### src/rtl/tw_pkg.sv
package tw_pkg;
  localparam int NUM_TS = 4;

  typedef enum logic [1:0] {
    TS_ORIG = 2'd0,
    TS_RECV = 2'd1,
    TS_SEND = 2'd2,
    TS_DEST = 2'd3
  } ts_idx_e;
endpackage

### src/rtl/ts_capture.sv
module ts_capture
  import tw_pkg::*;
#(
  parameter int TS_W  = 32,
  parameter int SEQ_W = 8
) (
  input  logic                           clk_i,
  input  logic                           rst_ni,
  input  logic [NUM_TS-1:0]              ld_i,
  input  logic [SEQ_W-1:0]               seq_i,
  input  logic [TS_W-1:0]                ts_i,
  input  logic                           clear_i,
  output logic [NUM_TS-1:0][TS_W-1:0]    ts_o,
  output logic                           full_o
);
  logic [NUM_TS-1:0] have_q, have_d, wr;
  logic [SEQ_W-1:0]  seq_q;

  always_comb begin
    have_d = clear_i ? '0 : have_q;
    wr     = '0;
    if (ld_i[TS_ORIG]) begin
      // fresh origin restarts the set
      have_d = NUM_TS'(1);
      wr[TS_ORIG] = 1'b1;
    end else begin
      for (int k = 1; k < NUM_TS; k++) begin
        if (ld_i[k] && have_d[TS_ORIG] && (seq_i == seq_q)) begin
          have_d[k] = 1'b1;
          wr[k]     = 1'b1;
        end
      end
    end
  end

  always_ff @(posedge clk_i or negedge rst_ni) begin
    if (!rst_ni) begin
      have_q <= '0;
      seq_q  <= '0;
    end else begin
      have_q <= have_d;
      if (wr[TS_ORIG]) seq_q <= seq_i;
    end
  end

  for (genvar g = 0; g < NUM_TS; g++) begin : g_slot
    always_ff @(posedge clk_i or negedge rst_ni) begin
      if (!rst_ni)   ts_o[g] <= '0;
      else if (wr[g]) ts_o[g] <= ts_i;
    end
  end

  assign full_o = &have_q;
endmodule

### src/rtl/tw_arith.sv
module tw_arith
  import tw_pkg::*;
#(
  parameter int TS_W   = 32,
  parameter int ASYM_W = 16,
  parameter int LEAP_W = 16
) (
  input  logic [NUM_TS-1:0][TS_W-1:0] ts_i,
  input  logic signed [ASYM_W-1:0]    asym_i,
  input  logic signed [LEAP_W-1:0]    leap_i,
  output logic signed [TS_W+1:0]      rtd_o,
  output logic signed [TS_W+2:0]      ofs2_o,
  output logic signed [TS_W:0]        civil_o
);
  localparam int SW = TS_W + 2;
  localparam int OW = TS_W + 3;
  localparam int CW = TS_W + 1;

  logic signed [TS_W-1:0] t_orig, t_recv, t_send, t_dest;
  logic signed [SW-1:0]   d_fwd, d_rev;

  assign t_orig = $signed(ts_i[TS_ORIG]);
  assign t_recv = $signed(ts_i[TS_RECV]);
  assign t_send = $signed(ts_i[TS_SEND]);
  assign t_dest = $signed(ts_i[TS_DEST]);

  assign d_fwd  = SW'(t_recv) - SW'(t_orig);
  assign d_rev  = SW'(t_dest) - SW'(t_send);
  assign rtd_o  = d_fwd + d_rev;
  // twice the offset: the Q.1 view of the halved value
  assign ofs2_o = OW'(d_fwd) - OW'(asym_i) - OW'(d_rev);
  assign civil_o = CW'(t_orig) - CW'(leap_i);
endmodule

### src/rtl/tw_offset_calc.sv
module tw_offset_calc
  import tw_pkg::*;
#(
  parameter int TS_W   = 32,
  parameter int SEQ_W  = 8,
  parameter int ASYM_W = 16,
  parameter int LEAP_W = 16
) (
  input  logic                     clk_i,
  input  logic                     rst_ni,
  input  logic [3:0]               ld_i,
  input  logic [SEQ_W-1:0]         seq_i,
  input  logic signed [TS_W-1:0]   ts_i,
  input  logic signed [ASYM_W-1:0] asym_i,
  input  logic signed [LEAP_W-1:0] leap_i,
  output logic                     done_o,
  output logic signed [TS_W+1:0]   rtd_o,
  output logic signed [TS_W+1:0]   mean_o,
  output logic signed [TS_W+2:0]   offset_o,
  output logic signed [TS_W:0]     civil_o
);
  logic [NUM_TS-1:0][TS_W-1:0] ts_set;
  logic                        full;
  logic signed [TS_W+1:0]      rtd_c;
  logic signed [TS_W+2:0]      ofs2_c;
  logic signed [TS_W:0]        civil_c;

  ts_capture #(.TS_W(TS_W), .SEQ_W(SEQ_W)) cap_i (
    .clk_i  (clk_i),
    .rst_ni (rst_ni),
    .ld_i   (ld_i),
    .seq_i  (seq_i),
    .ts_i   (ts_i),
    .clear_i(full),
    .ts_o   (ts_set),
    .full_o (full)
  );

  tw_arith #(.TS_W(TS_W), .ASYM_W(ASYM_W), .LEAP_W(LEAP_W)) arith_i (
    .ts_i   (ts_set),
    .asym_i (asym_i),
    .leap_i (leap_i),
    .rtd_o  (rtd_c),
    .ofs2_o (ofs2_c),
    .civil_o(civil_c)
  );

  always_ff @(posedge clk_i or negedge rst_ni) begin
    if (!rst_ni) begin
      done_o   <= 1'b0;
      rtd_o    <= '0;
      offset_o <= '0;
      civil_o  <= '0;
    end else begin
      done_o <= full;
      if (full) begin
        rtd_o    <= rtd_c;
        offset_o <= ofs2_c;
        civil_o  <= civil_c;
      end
    end
  end

  // halving: same bits, LSB reinterpreted as 0.5 ns
  assign mean_o = rtd_o;
endmodule

### config.mk
export PLATFORM = sky130hd
export DESIGN_NAME = tw_offset_calc
export DESIGN_NICKNAME = d
export VERILOG_FILES = /design/src/rtl/tw_pkg.sv /design/src/rtl/ts_capture.sv /design/src/rtl/tw_arith.sv /design/src/rtl/tw_offset_calc.sv
export SDC_FILE = /design/constraint.sdc
export NUM_CORES = 1
export LEC_CHECK = 0
export BUFFER_PORTS_ARGS = -buffer_cell sky130_fd_sc_hd__buf_2
export CORE_ASPECT_RATIO = 1.25
export CORE_MARGIN = 4
export CORE_UTILIZATION = 35
export DETAILED_ROUTE_END_ITERATION = 10
export GPL_TIMING_DRIVEN = 0
export HOLD_SLACK_MARGIN = 0.06
export PLACE_DENSITY = 0.54
export RECOVER_POWER = 25
export SKIP_CTS_REPAIR_TIMING = 1
export SYNTH_ARGS = -nofsm -noshare
export SYNTH_HDL_FRONTEND = slang
export SYNTH_SLANG_ARGS = --single-unit
### constraint.sdc
create_clock -name clk_i -period 12.3 [get_ports clk_i]
set_clock_uncertainty 0.2 [all_clocks]
set_input_delay 0.615 -clock clk_i [delete_from_list [all_inputs] [get_ports clk_i]]
set_output_delay 0.615 -clock clk_i [all_outputs]
set_load 0.1 [all_outputs]
==> impl_metrics.json <==
{
  "wl_per_cell_um": 18.0,
  "syn_avg_cell_area_um2": 9.12,
  "floorplan.initialDensity_pct": 35.4,
  "postRouteAntennaNets": 0,
  "clk_latency_ns": 0.56,
  "cts-htree-levels": 1,
  "grt_max_degree": 101,
  "crit_arrival_ns": 6.57,
  "ys_types": 79,
  "slew_headroom_pct": -280,
  "setup_viol": 0,
  "cts_buffer_depth": 3,
  "worstHoldEndpoint": "cap_i.seq_q[1]$_DFFE_PN0P_",
  "worstSetupEndpointType": "register",
  "finalPower_mw": 5.66,
  "finalHoldViolCount": 0,
  "routed_wl_mm": 52.9,
  "rows": 93,
  "antenna_found_initial": 12,
  "cts_buffers": 28,
  "coreArea_mm2": 0.0517,
  "finalCriticalPeriod_ns": 6.37,
  "die_w_um": 213,
  "cts_sinks": 243,
  "crit_required_ns": 12.51,
  "reg2regPathDepth": 26,
  "critPathMaxFanout": 7,
  "holdPathStages": 2,
  "min_from": "seq_i[1]",
  "timing.final.crit_share_pct": 51.8,
  "switching_power_mw": 2.63,
  "io-pin-count": 215,
  "die_area_mm2": 0.0560,
  "hold_path.class": "primary input to register",
  "clkPwrFrac_pct": 17.2,
  "synthFlopType": "dfrtp_1",
  "r2r_slack_ns": 5.93,
  "seqPwrFrac_pct": 15.0,
  "violations": "max-capacitance violations, max-slew violations",
  "mostFrequentLayoutCells": "243 x dfrtp_1, 221 x nand2_1, 216 x inv_1, 215 x buf_2, 175 x o21ai_0",
  "drc": 0,
  "post-dp-hpwl_mm": 42.7,
  "synthCells": 2006,
  "fin_nets": 2531,
  "startpoint_type": "register",
  "path_class": "register to register",
  "final_common_cell": "dfrtp_1",
  "p_int_mw": 3.03,
  "r2r-start": "cap_i.ts_o[1]$_DFFE_PN0P_",
  "avgViaCountPerCell": 5.05,
  "clkTransAtPathRegs_ns": 0.07,
  "slew_viol_final": 101,
  "p_per_area_mw_per_mm2": 265,
  "status": "finished, violations left",
  "tritoncts": "built",
  "combPwrFrac_pct": 67.8,
  "grt_pass1_vias": 15200,
  "fill_cells": 5210,
  "drtIter0Drc": 580,
  "synthesis.area_mm2": 0.0183,
  "p_sw_share_pct": 46.4,
  "max-vdd-ir-drop_uv": 124,
  "grt_usage_pct": 18.4,
  "synth_edf_count": 0,
  "gp_congestion": 0.884,
  "rsz0062_at_grt": "false",
  "dieHeight_um": 264,
  "syn-num-nets": 2284,
  "r2r_end": "offset_o[30]$_DFFE_PN0P_",
  "drive_gt1_share_pct": 19.3,
  "grt_overflow": 0,
  "port_buffers": 214,
  "tightest_slew_ns": 5.70,
  "syn2layout_area_growth_pct": 16.6,
  "firstDrtPassIters": 5,
  "crit_start": "cap_i.ts_o[1]$_DFFE_PN0P_",
  "vias": 14900,
  "setup_tns_ns": 0,
  "drv_cap": 1,
  "ys_seq_area_share_pct": 33.2,
  "yosys_warnings": 0,
  "grt_pass1_wl_mm": 82.6,
  "synthArstFlopShare_pct": 100,
  "cts_root_buf": "clkbuf_16",
  "ys_ff_latch": 243,
  "fmax_mhz": 157,
  "leakagePower_nw": 11.0
}
[routing by layer]
metal  routed length (um)  up-vias  GRT usage, %
li1                     -     7416             -
met1                24000     7045          24.3
met2                25100      284          31.3
met3                 2260       92          3.01
met4                 1510       18          5.21
met5                  105        -             0
[worst max-delay path by stage]
stage	slack, ns	endpoint	cells past startpoint
2_1_floorplan	6.93	offset_o[30]$_DFFE_PN0P_	25
3_3_place_gp	5.98	offset_o[30]$_DFFE_PN0P_	26
3_5_place_dp	5.97	offset_o[30]$_DFFE_PN0P_	26
4_1_cts	5.92	offset_o[30]$_DFFE_PN0P_	26
5_1_grt	4.84	offset_o[28]$_DFFE_PN0P_	2
6_report	5.93	offset_o[30]$_DFFE_PN0P_	26
[flip-flops by register name, summed over array words and instances, names as in the netlist]
| signal | count |
|---|---|
| cap_i.have_q | 4 |
| cap_i.seq_q | 8 |
| civil_o | 33 |
| offset_o | 35 |
| done_o | 1 |
| cap_i.ts_o | 128 |
| mean_o | 34 |
[synthesized netlist by cell type, drive strengths merged (5+ instances only)]
| library cell | number | area (um2) |
|---|---|---|
| dfrtp | 243 | 6080 |
| nand2 | 221 | 830 |
| inv | 216 | 811 |
| o21ai | 189 | 957 |
| ha | 163 | 2040 |
| a21oi | 119 | 607 |
| mux2 | 105 | 1180 |
| a21o | 91 | 683 |
| xnor2 | 88 | 771 |
| xor2 | 68 | 596 |
| nor2 | 64 | 240 |
| clkbuf | 46 | 173 |
| buf | 45 | 300 |
| fa | 37 | 741 |
| nand3 | 33 | 165 |
| a31oi | 25 | 178 |
| nor2b | 20 | 125 |
| nand4 | 19 | 119 |
| and3 | 18 | 113 |
| o21bai | 17 | 128 |
| nand2b | 16 | 100 |
| nor3 | 16 | 80.1 |
| a211oi | 15 | 123 |
| o21a | 12 | 90.1 |
| o31ai | 11 | 97.6 |
| and2 | 10 | 62.6 |
| o211ai | 8 | 60.1 |
| or3 | 7 | 43.8 |
| a311oi | 6 | 70.1 |
| or2 | 6 | 40.0 |
| a211o | 5 | 43.8 |
| a21boi | 5 | 37.5 |
| a31o | 5 | 43.8 |
[area by class of cell]
class	count	area, um2	share of cell area (%)
Inverter	216	811	3.80
Sequential cell	243	6080	28.5
Tap cell	665	832	3.90
Multi-Input combinational cell	1456	10900	51.2
Clock buffer	37	806	3.77
Clock inverter	15	269	1.26
Timing Repair Buffer	217	1130	5.31
Buffer	91	473	2.22
Antenna cell	2	5.00	0.0234
[power groups by stage]
stage | registers, mW | logic (mW) | clock network, mW
floorplan | 0.858 | 3.04 | 0
global placement | 0.863 | 3.76 | 0
detailed placement | 0.864 | 3.81 | 0
CTS | 0.849 | 3.83 | 0.996
global route | 0.853 | 4.33 | 1.02
finish | 0.850 | 3.84 | 0.971
[critical path, stage by stage (launching register included)]
cell and delay [ns]:
dfrtp_1 0.38, inv_1 0.19, ha_1 0.27, nor2b_1 0.13, o21ai_0 0.23, a21oi_1 0.16, o21ai_0 0.40, o21ai_0 0.25
a21o_1 0.24, a21o_1 0.20, nand3_1 0.08, nand2_1 0.13, xnor2_1 0.19, fa_1 0.49, inv_1 0.04, ha_1 0.27
buf_2 0.16, a21o_1 0.16, a21o_1 0.17, a21o_1 0.19, a211oi_1 0.37, a211oi_1 0.20, a211oi_1 0.52, o21a_1 0.27
o21bai_1 0.12, xnor2_1 0.13, o21ai_0 0.08
[cells by family after synthesis]
| logic type | share of synthesized area (%) |
|---|---|
| AO/OA/AOI/OAI | 19.3 |
| XOR/XNOR | 7.47 |
| flip-flops | 33.2 |
| multiplexers | 6.52 |
| adder cells (fa/ha/maj) | 15.2 |
| buffers and inverters | 7.01 |
| AND/OR/NAND/NOR | 11.3 |
[through the flow]
step	util, %	std cells	area (um2)	setup slack [ns]	hold slack, ns
final	41.3	2942	21300	5.93	0.115
after global routing	41.3	2942	21300	4.84	0.101
after CTS	41.3	2939	21300	5.92	-0.0880
after detailed placement	39.2	2887	20300	5.97	0.263
after global placement	39.1	2885	20200	5.98	0.258
after floorplan	-	2006	18300	6.93	0.119
No activity file was read; power rests on OpenSTA's default activity.
